**src/rtl/gpio_irq_pkg.sv**
```systemverilog
package gpio_irq_pkg;

    localparam int WORD_W          = 32;
    localparam int GROUP_PINS      = 16;
    localparam int GROUPS_PER_BANK = WORD_W / GROUP_PINS;
    localparam int MAX_BANKS       = 5;
    localparam int MAX_DIRECT      = GROUP_PINS;

    localparam int ENABLE_OFS      = 'h08;
    localparam int BANK0_OFS       = 'h10;
    localparam int BANK_STRIDE     = 'h28;
    localparam int BANK_WORDS      = BANK_STRIDE / 4;
    localparam int WORD_SEL_W      = $clog2(BANK_WORDS);
    localparam int BANK_IDX_W      = $clog2(MAX_BANKS);

    typedef enum logic [1:0] {
        ACC_NONE,
        ACC_ENABLE,
        ACC_BANK
    } acc_kind_e;

    typedef struct packed {
        acc_kind_e               kind;
        logic [BANK_IDX_W-1:0]   bank;
        logic [WORD_SEL_W-1:0]   word;
    } acc_dec_t;

    function automatic int bank_base(input int k);
        return BANK0_OFS + k * BANK_STRIDE;
    endfunction

endpackage

```
**src/rtl/gpio_irq_regdec.sv**
```systemverilog
module gpio_irq_regdec
    import gpio_irq_pkg::*;
#(
    parameter int              NB      = 5,
    parameter int              ADDR_W  = 8,
    parameter int              EN_W    = 10,
    parameter logic [EN_W-1:0] EN_MASK = {EN_W{1'b1}}
)(
    input  logic                  clk,
    input  logic                  rst,
    input  logic                  reg_sel,
    input  logic                  reg_we,
    input  logic [ADDR_W-1:0]     reg_addr,
    input  logic [WORD_W-1:0]     reg_wdata,
    input  logic [NB*WORD_W-1:0]  bank_rdata,
    output logic [WORD_W-1:0]     reg_rdata,
    output logic [NB-1:0]         bank_sel,
    output logic [WORD_SEL_W-1:0] bank_word,
    output logic [EN_W-1:0]       en_q
);

    localparam logic [ADDR_W-3:0] ENA_WADDR = (ADDR_W-2)'(ENABLE_OFS / 4);

    acc_dec_t dec;

    // Address decode: enable word first, bank groups by range compare
    always_comb begin
        dec = '{kind: ACC_NONE, bank: '0, word: '0};
        if (reg_addr[ADDR_W-1:2] == ENA_WADDR) begin
            dec.kind = ACC_ENABLE;
        end
        for (int k = 0; k < NB; k++) begin
            if (reg_addr >= ADDR_W'(bank_base(k)) &&
                reg_addr <  ADDR_W'(bank_base(k) + BANK_STRIDE)) begin
                dec.kind = ACC_BANK;
                dec.bank = BANK_IDX_W'(k);
                dec.word = WORD_SEL_W'((reg_addr - ADDR_W'(bank_base(k))) >> 2);
            end
        end
    end

    always_comb begin
        for (int k = 0; k < NB; k++) begin
            bank_sel[k] = reg_sel && (dec.kind == ACC_BANK) &&
                          (dec.bank == BANK_IDX_W'(k));
        end
    end

    assign bank_word = dec.word;

    always_comb begin
        reg_rdata = '0;
        if (reg_sel) begin
            case (dec.kind)
                ACC_ENABLE: reg_rdata = WORD_W'(en_q);
                ACC_BANK:   reg_rdata = bank_rdata[WORD_W*dec.bank +: WORD_W];
                default:    reg_rdata = '0;
            endcase
        end
    end

    always_ff @(posedge clk) begin
        if (rst) begin
            en_q <= '0;
        end else if (reg_sel && reg_we && dec.kind == ACC_ENABLE) begin
            en_q <= reg_wdata[EN_W-1:0] & EN_MASK;
        end
    end

    logic unused_wdata_hi;
    assign unused_wdata_hi = ^reg_wdata[WORD_W-1:EN_W];


    bank_sel_onehot_chk: assert property (@(posedge clk) disable iff (rst)
        $onehot0(bank_sel));


    unmapped_read_zero_chk: assert property (@(posedge clk) disable iff (rst)
        (reg_sel && bank_sel == '0 && reg_addr[ADDR_W-1:2] != ENA_WADDR)
        |-> reg_rdata == '0);


    en_hold_chk: assert property (@(posedge clk) disable iff (rst)
        !(reg_sel && reg_we && reg_addr[ADDR_W-1:2] == ENA_WADDR)
        |=> $stable(en_q));

endmodule

```
**src/rtl/gpio_irq_reduce.sv**
```systemverilog
module gpio_irq_reduce
    import gpio_irq_pkg::*;
#(
    parameter int NB          = 5,
    parameter int DIRECT_PINS = 0,
    parameter int EN_W        = 10,
    parameter int DW          = 1
)(
    input  logic                 clk,
    input  logic                 rst,
    input  logic [NB*WORD_W-1:0] status,
    input  logic [EN_W-1:0]      en_q,
    output logic [EN_W-1:0]      irq_grp,
    output logic [DW-1:0]        irq_direct
);

    localparam int NG = NB * GROUPS_PER_BANK;

    logic [NG-1:0] grp_d;
    logic [DW-1:0] dir_d;

    generate
        if (DIRECT_PINS == 0) begin : g_grouped
            for (genvar g = 0; g < NG; g++) begin : g_line
                assign grp_d[g] = en_q[g] && (|status[GROUP_PINS*g +: GROUP_PINS]);


                grp_raise_chk: assert property (@(posedge clk) disable iff (rst)
                    (en_q[g] && status[GROUP_PINS*g +: GROUP_PINS] != '0)
                    |=> irq_grp[g]);


                grp_drop_chk: assert property (@(posedge clk) disable iff (rst)
                    (status[GROUP_PINS*g +: GROUP_PINS] == '0) |=> !irq_grp[g]);
            end
            assign dir_d = '0;
        end else begin : g_direct
            assign grp_d = '0;
            assign dir_d = {DW{en_q[0]}} & status[DW-1:0];

            for (genvar p = 0; p < DW; p++) begin : g_pin

                dir_follow_chk: assert property (@(posedge clk) disable iff (rst)
                    (en_q[0] && status[p]) |=> irq_direct[p]);
            end


            dir_gate_chk: assert property (@(posedge clk) disable iff (rst)
                !en_q[0] |=> irq_direct == '0);
        end
    endgenerate

    always_ff @(posedge clk) begin
        if (rst) begin
            irq_grp    <= '0;
            irq_direct <= '0;
        end else begin
            irq_grp    <= grp_d;
            irq_direct <= dir_d;
        end
    end

endmodule

```
**src/rtl/gpio_irq_aggr.sv**
```systemverilog
module gpio_irq_aggr
    import gpio_irq_pkg::*;
#(
    parameter int NUM_BANKS   = 5,
    parameter int ADDR_W      = 8,
    parameter int DIRECT_PINS = 0,
    localparam int EN_W       = NUM_BANKS * GROUPS_PER_BANK,
    localparam int DW         = (DIRECT_PINS > 0) ? DIRECT_PINS : 1
)(
    input  logic                        clk,
    input  logic                        rst,
    input  logic                        reg_sel,
    input  logic                        reg_we,
    input  logic [ADDR_W-1:0]           reg_addr,
    input  logic [WORD_W-1:0]           reg_wdata,
    output logic [WORD_W-1:0]           reg_rdata,
    output logic [NUM_BANKS-1:0]        bank_sel,
    output logic [WORD_SEL_W-1:0]       bank_word,
    input  logic [NUM_BANKS*WORD_W-1:0] bank_rdata,
    input  logic [NUM_BANKS*WORD_W-1:0] bank_status,
    output logic [EN_W-1:0]             irq_grp,
    output logic [DW-1:0]               irq_direct
);

    localparam logic [EN_W-1:0] EN_MASK =
        (DIRECT_PINS > 0) ? EN_W'(1) : {EN_W{1'b1}};

    generate
        if (NUM_BANKS < 1 || NUM_BANKS > MAX_BANKS ||
            DIRECT_PINS < 0 || DIRECT_PINS > MAX_DIRECT) begin : g_bad_cfg
            $error("gpio_irq_aggr: unsupported parameter set");
        end
    endgenerate

    logic [EN_W-1:0] en_q;

    gpio_irq_regdec #(
        .NB      (NUM_BANKS),
        .ADDR_W  (ADDR_W),
        .EN_W    (EN_W),
        .EN_MASK (EN_MASK)
    ) u_regdec (
        .clk        (clk),
        .rst        (rst),
        .reg_sel    (reg_sel),
        .reg_we     (reg_we),
        .reg_addr   (reg_addr),
        .reg_wdata  (reg_wdata),
        .bank_rdata (bank_rdata),
        .reg_rdata  (reg_rdata),
        .bank_sel   (bank_sel),
        .bank_word  (bank_word),
        .en_q       (en_q)
    );

    gpio_irq_reduce #(
        .NB          (NUM_BANKS),
        .DIRECT_PINS (DIRECT_PINS),
        .EN_W        (EN_W),
        .DW          (DW)
    ) u_reduce (
        .clk        (clk),
        .rst        (rst),
        .status     (bank_status),
        .en_q       (en_q),
        .irq_grp    (irq_grp),
        .irq_direct (irq_direct)
    );

endmodule

```
**config.mk**
```make
export PLATFORM = sky130hd
export DESIGN_NAME = gpio_irq_aggr
export DESIGN_NICKNAME = d
export VERILOG_FILES = /design/src/rtl/gpio_irq_pkg.sv /design/src/rtl/gpio_irq_regdec.sv /design/src/rtl/gpio_irq_reduce.sv /design/src/rtl/gpio_irq_aggr.sv
export SDC_FILE = /design/constraint.sdc
export NUM_CORES = 1
export LEC_CHECK = 0
export BUFFER_PORTS_ARGS = -buffer_cell sky130_fd_sc_hd__buf_2
export CORE_AREA = 8 8 157 159
export CTS_CLUSTER_DIAMETER = 50
export DETAILED_ROUTE_END_ITERATION = 10
export DIE_AREA = 0 0 165 167
export GPL_ROUTABILITY_DRIVEN = 0
export PLACE_DENSITY_LB_ADDON = 0.08
export SLEW_MARGIN = 20
export SYNTH_ARGS = -nofsm -noshare
export SYNTH_HDL_FRONTEND = slang
export SYNTH_SLANG_ARGS = --single-unit
```
**constraint.sdc**
```tcl
create_clock -name clk -period 5.5 [get_ports clk]
set_input_delay 1.1 -clock clk [delete_from_list [all_inputs] [get_ports clk]]
set_output_delay 1.1 -clock clk [all_outputs]
set_load 0.005 [all_outputs]
```
=== After elaboration in Yosys (flattened, before gate mapping) ===
Index checks and enable logic that the tools add are counted.
W data, S select, Z words.

* Reductions and logical operators: 34
* Shift operators: 1
* Muxes and demuxes: 8
* $add $sub $neg: 5
* Equal/unequal tests: 7
* Magnitude comparators: 10

{| class="wikitable"
|+ Operator list
! kind !! count
|-
| $reduce_or A16 Y1 || 10
|-
| $shiftx A160 B9 Y32 || 1
|-
| $pmux W32 S2 || 1
|-
| $mux W9 || 5
|-
| $mux W32 || 1
|-
| $lt A8 B8 Y1 const B || 3
|-
| $logic_and A1 B1 Y1 || 23
|-
| $sub A6 B6 Y6 const B || 3
|-
| $ge A8 B8 Y1 const B || 2
|-
| $ge A8 B5 Y1 const B || 1
|-
| $ge A8 B6 Y1 const B || 1
|-
| $ge A8 B7 Y1 const B || 1
|-
| $lt A8 B6 Y1 const B || 1
|-
| $lt A8 B7 Y1 const B || 1
|-
| $eq A3 B2 Y1 const B || 2
|-
| $eq A6 B2 Y1 const B || 1
|-
| $sub A6 B4 Y6 const B || 1
|-
| $sub A6 B5 Y6 const B || 1
|-
| $eq A3 B1 Y1 const B || 1
|-
| $eq A3 B3 Y1 const B || 1
|-
| $logic_not A3 Y1 || 1
|-
| $eq A2 B1 Y1 const B || 1
|-
| $eq A2 B2 Y1 const B || 1
|-
| $mux W1 || 1
|}

* Input bits: 364
* Logic and storage cells: 67
* Flip-flop bits (word level): 20

=== Longest topological paths before layout ===
* Word-level depth: 10
* Gate-level depth with buffers: 15
* Mapped depth without buffers: 13

=== Hierarchy ===
A second synthesis with hierarchy kept.

* Cells, all modules: 440
* Area total of the unflattened synthesis: 3621.0 um2

{| class="wikitable"
|+ By module, submodules not included
! module !! sequential area each (um2) !! instances !! area each (um2) !! cells an instance
|-
| gpio_irq_regdec || 200.2 || 1 || 2821.5 || 368
|-
| gpio_irq_reduce || 200.2 || 1 || 799.5 || 72
|}

=== Worst setup path after synthesis ===
No wires, ideal clock.

* Path type: in2out
* From: input port reg_addr[4]
* To: output port reg_rdata[10]
* Cell stages on the path: 12
* Setup slack: 0.499 ns
* Buffers on the path: 1
* Arrival time: 3.901 ns
* Cells stage by stage: ha_1 a211o_1 a31oi_2 o22ai_2 nor3_2 nand4_1 ha_1 or2_0 a21oi_4 nand2_2 buf_6 o32ai_1

* Longest elaborated chain between the ends: 10
* Elaborated cells between the ends (all ways): 27
* Classes of those cells: order compare (10); eq/ne (3); shift (1); mux (8); reduce/logical (5)

{| class="wikitable"
|+ RTL lines
! element !! RTL line !! RTL
|-
| start, declared || gpio_irq_aggr.sv:14 || <nowiki>input logic [ADDR_W-1:0] reg_addr,</nowiki>
|-
| $ge A8 B5 Y1 (tied with other cells) || gpio_irq_regdec.sv:33 || <nowiki>if (reg_addr >= ADDR_W'(bank_base(k)) &&</nowiki>
|-
| $logic_and A1 B1 Y1 or $mux W1 (tied branches) || gpio_irq_regdec.sv:33, gpio_irq_regdec.sv:29 ||
|-
| $mux W9 (4 in series) || gpio_irq_regdec.sv:33 ||
|-
| $mux W9 (*) || gpio_irq_regdec.sv:33 ||
|-
| parallel branches: the longest is 1 deep, another holds $shiftx A160 B9 Y32 || - ||
|-
| $pmux W32 S2 (*) || gpio_irq_regdec.sv:54 || <nowiki>case (dec.kind)</nowiki>
|-
| $mux W32 (*) || gpio_irq_regdec.sv:53 || <nowiki>if (reg_sel) begin</nowiki>
|-
| end, declared || gpio_irq_aggr.sv:16 || <nowiki>output logic [WORD_W-1:0] reg_rdata,</nowiki>
|}

Every way passes the cells marked *.

=== Worst setup path after layout ===
* From: input port reg_addr[4]
* To: output port reg_rdata[23]

Same word-level chain as after synthesis.

==> flow_summary.ini <==
[sta]
grt_setup_unrepaired = false
worst_slew_pin_slew_ns = 0.739
max_slew_margin_pct = 50.6
period_needed_ns = 5.20
fmax_mhz = 192
maxSlewViolCount = 0
fin_crit_sh_pct = 94.6
hold_viol = 0
fin_worst_skew_ns = 0.00148
finalSetupTns_ns = 0
finalSetupViolCount = 0

[worst_setup_path]
rrSetupSlack_ns = 4.76
cp.required_ns = 4.40
path_class = input port to primary output
endpoint_kind = primary output
worstPathArrival_ns = 4.10
worst-path-max-fanout = 13
crit_path_start_kind = input port
cp_slowest_cell = ha_1
path_cells = buf_2 > inv_1 > ha_1 > nor3b_1 > nor3_2 > o22ai_2 > nor3_2 > nand4_1 > ha_1 > or2_1 > a21oi_4 > nand2_2 > buf_12 > o32ai_1 > buf_2
cpPeakStageDelay_ns = 0.35

[global_routing]
grtUsageTotal_pct = 15.5
antenna_found_initial = 2
grt_overflow_total = 0
grt_pass1_wl_um = 32600
use_met1_pct = 16.8
first_global_vias = 5248
grt_max_degree = 26
grt.busiest_layer = met2
grt_util_met3_pct = 2.05
grt_use_met2_pct = 30.8

[power_and_ir_drop]
p_per_area_nw_per_um2 = 136
p_leak_nw = 2.65
ir_drop_v = 0.0000960

[route]
wl_per_cell_um = 21.3
wirelength_um = 23300
drtPass1Iterations = 5
drtIter0Drc = 356
drc = 0
ant_nets = 0
vias = 4902
vias_per_cell = 4.49

[run]
max-cap-violations = 0

[logic_synthesis]
ys_seq_elements = 20
async_reset_ff_share_pct = 0
synth_edf_count = 0
synth_warnings = 0
syn-num-nets = 788
syn_area_per_cell_sq_um = 7.10
synthesis.area_sq_um = 2940
synth_ff_type = dfxtp_1
syn_inst = 414
ys_seq_area_share_pct = 13.6
synth_cell_types = 57

[layout]
final_area_sq_um = 5430
finish.utilization_pct = 24.4
area_growth_pct = 84.8
nets = 1180
drive_above_1_share_pct = 55.2
regArea_sq_um = 400
fillers = 2572
multiInputGateArea_sq_um = 2340

[clocking]
cts_buffers = 3
cts.reportedPaths.clkPinSlew_ns = 0.06
h-tree-depth = 1
cts.sinks = 20
cts_tree = done
clockBufferDepth = 2
hold_buffers = 0
insertion_delay_ns = 0.26
root_buffer = clkbuf_16

[status]
status = finished clean

[hold_path]
min_path_type = register to register

[floorplanning]
rows = 55
start_util_pct = 13.2
dieArea_sq_um = 27600
die_h_um = 167
io_pins = 416
core_sq_um = 22200
die_x_um = 165

[place]
dpl-instance-area_sq_um = 5320
port-buffer-count = 392
dp_hpwl_um = 20200
[cells in the mapped netlist, types with 11 or more instances]
cell,count,area (sq um)
clkbuf_1,17,63.8
o32ai_1,20,175
buf_2,11,55.1
nor4_1,40,250
a31oi_1,20,125
nand2b_1,11,68.8
o31ai_1,11,82.6
nand2_1,44,165
a21oi_1,17,85.1
o22ai_1,28,175
nor2_1,35,131
and3_1,22,138
dfxtp_1,20,400
[stage by stage]
| step | hold WS, ns | setup slack (ns) | power (mW) | std cells |
|---|---|---|---|---|
| 4_1_cts | 0.490 | 0.204 | 0.750 | 1090 |
| 3_3_place_gp | 0.473 | 0.163 | 0.537 | 1086 |
| 3_5_place_dp | 0.482 | 0.207 | 0.534 | 1086 |
| 2_1_floorplan | 0.443 | 0.499 | 0.307 | 414 |
| 6_report | 0.485 | 0.298 | 0.737 | 1092 |
| 5_1_grt | 0.501 | 0.0367 | 0.787 | 1092 |
[cells by family after synthesis]
kind of cell               count (synthesis)  synth area share, %
xor gates and xnor gates                   1                0.298
DFF                                       20                 13.6
adders and majority gates                 10                 4.26
other                                      1                0.128
and+or+nand+nor                          184                 33.7
AOI/OAI and AO/OA                        159                 41.2
buffers and inverters                     39                 6.72
[flip-flops by register name, indices dropped and copies added, names as in the netlist]
signal and count:
u_regdec.en_q 10, u_reduce.irq_grp 10
[cell type report]
cell class,instances,area share [%]
diodes,2,0.0921
clock inverters,1,0.553
flip-flops and latches,20,7.37
repair buffers,421,40.6
clock buffers,3,1.38
multi-input cells,355,43.1
well taps,285,6.56
inverters,5,0.345
[where the power goes]
part           internal (mW)  total [mW]  leakage [nW]  switching (mW)
Clock                  0.145       0.210        0.0511          0.0647
Sequential             0.145       0.145         0.161       0.0000252
Combinational          0.189       0.382          2.44           0.193
Total                  0.479       0.737          2.65           0.258
[what timing repair did]
| item | CTS | global route |
|---|---|---|
| gates resized for setup | 0 | 1 |
| buffers inserted | 0 | 0 |
| endpoints found under the hold margin | 0 | 0 |
| setup endpoints to repair | 0 | 3 |
[cells in the final DEF, fill, tap and decap left out, types with 5 or more instances in the layout]
cell and count:
dfxtp_1 20, and3_1 22, o221ai_1 10, a31oi_1 20
a21oi_1 17, o32ai_1 20, nor2_1 35, a222oi_1 5
a22oi_1 10, o21ai_0 5, a41oi_1 10, nand3_1 6
buf_2 392, nand2_1 44, buf_4 27, o22ai_1 28
inv_1 5, nand2b_1 11, nor4_1 40, o31ai_1 11
ha_1 10
[per-layer routing]
| metal | wire, um | up-vias | share of wire (%) |
|---|---|---|---|
| li1 | - | 2480 | - |
| met3 | 1590 | 7 | 6.8 |
| met1 | 8540 | 2227 | 37 |
| met2 | 13000 | 188 | 56 |
| met5 | 0 | - | 0 |
| met4 | 179 | 0 | 0.77 |
[worst paths after layout]
kind                                  startpoint                   to  cells past startpoint
worst min register to register  u_regdec.en_q[4]  u_reduce.irq_grp[4]                      2
worst min-delay path            u_regdec.en_q[4]  u_reduce.irq_grp[4]                      2
worst max-delay path                 reg_addr[4]        reg_rdata[23]                     15
worst max register to register  u_regdec.en_q[8]  u_reduce.irq_grp[8]                      2
[worst max-delay path: cells and delay by family]
family / cells / cell delay, ns
AND/OR/NAND/NOR: 6 / 1.17
adder cells (fa/ha/maj): 2 / 0.64
AO/OA/AOI/OAI: 3 / 0.55
buffers and inverters: 4 / 0.63
Note: power is estimated with default switching activity, not from simulation.
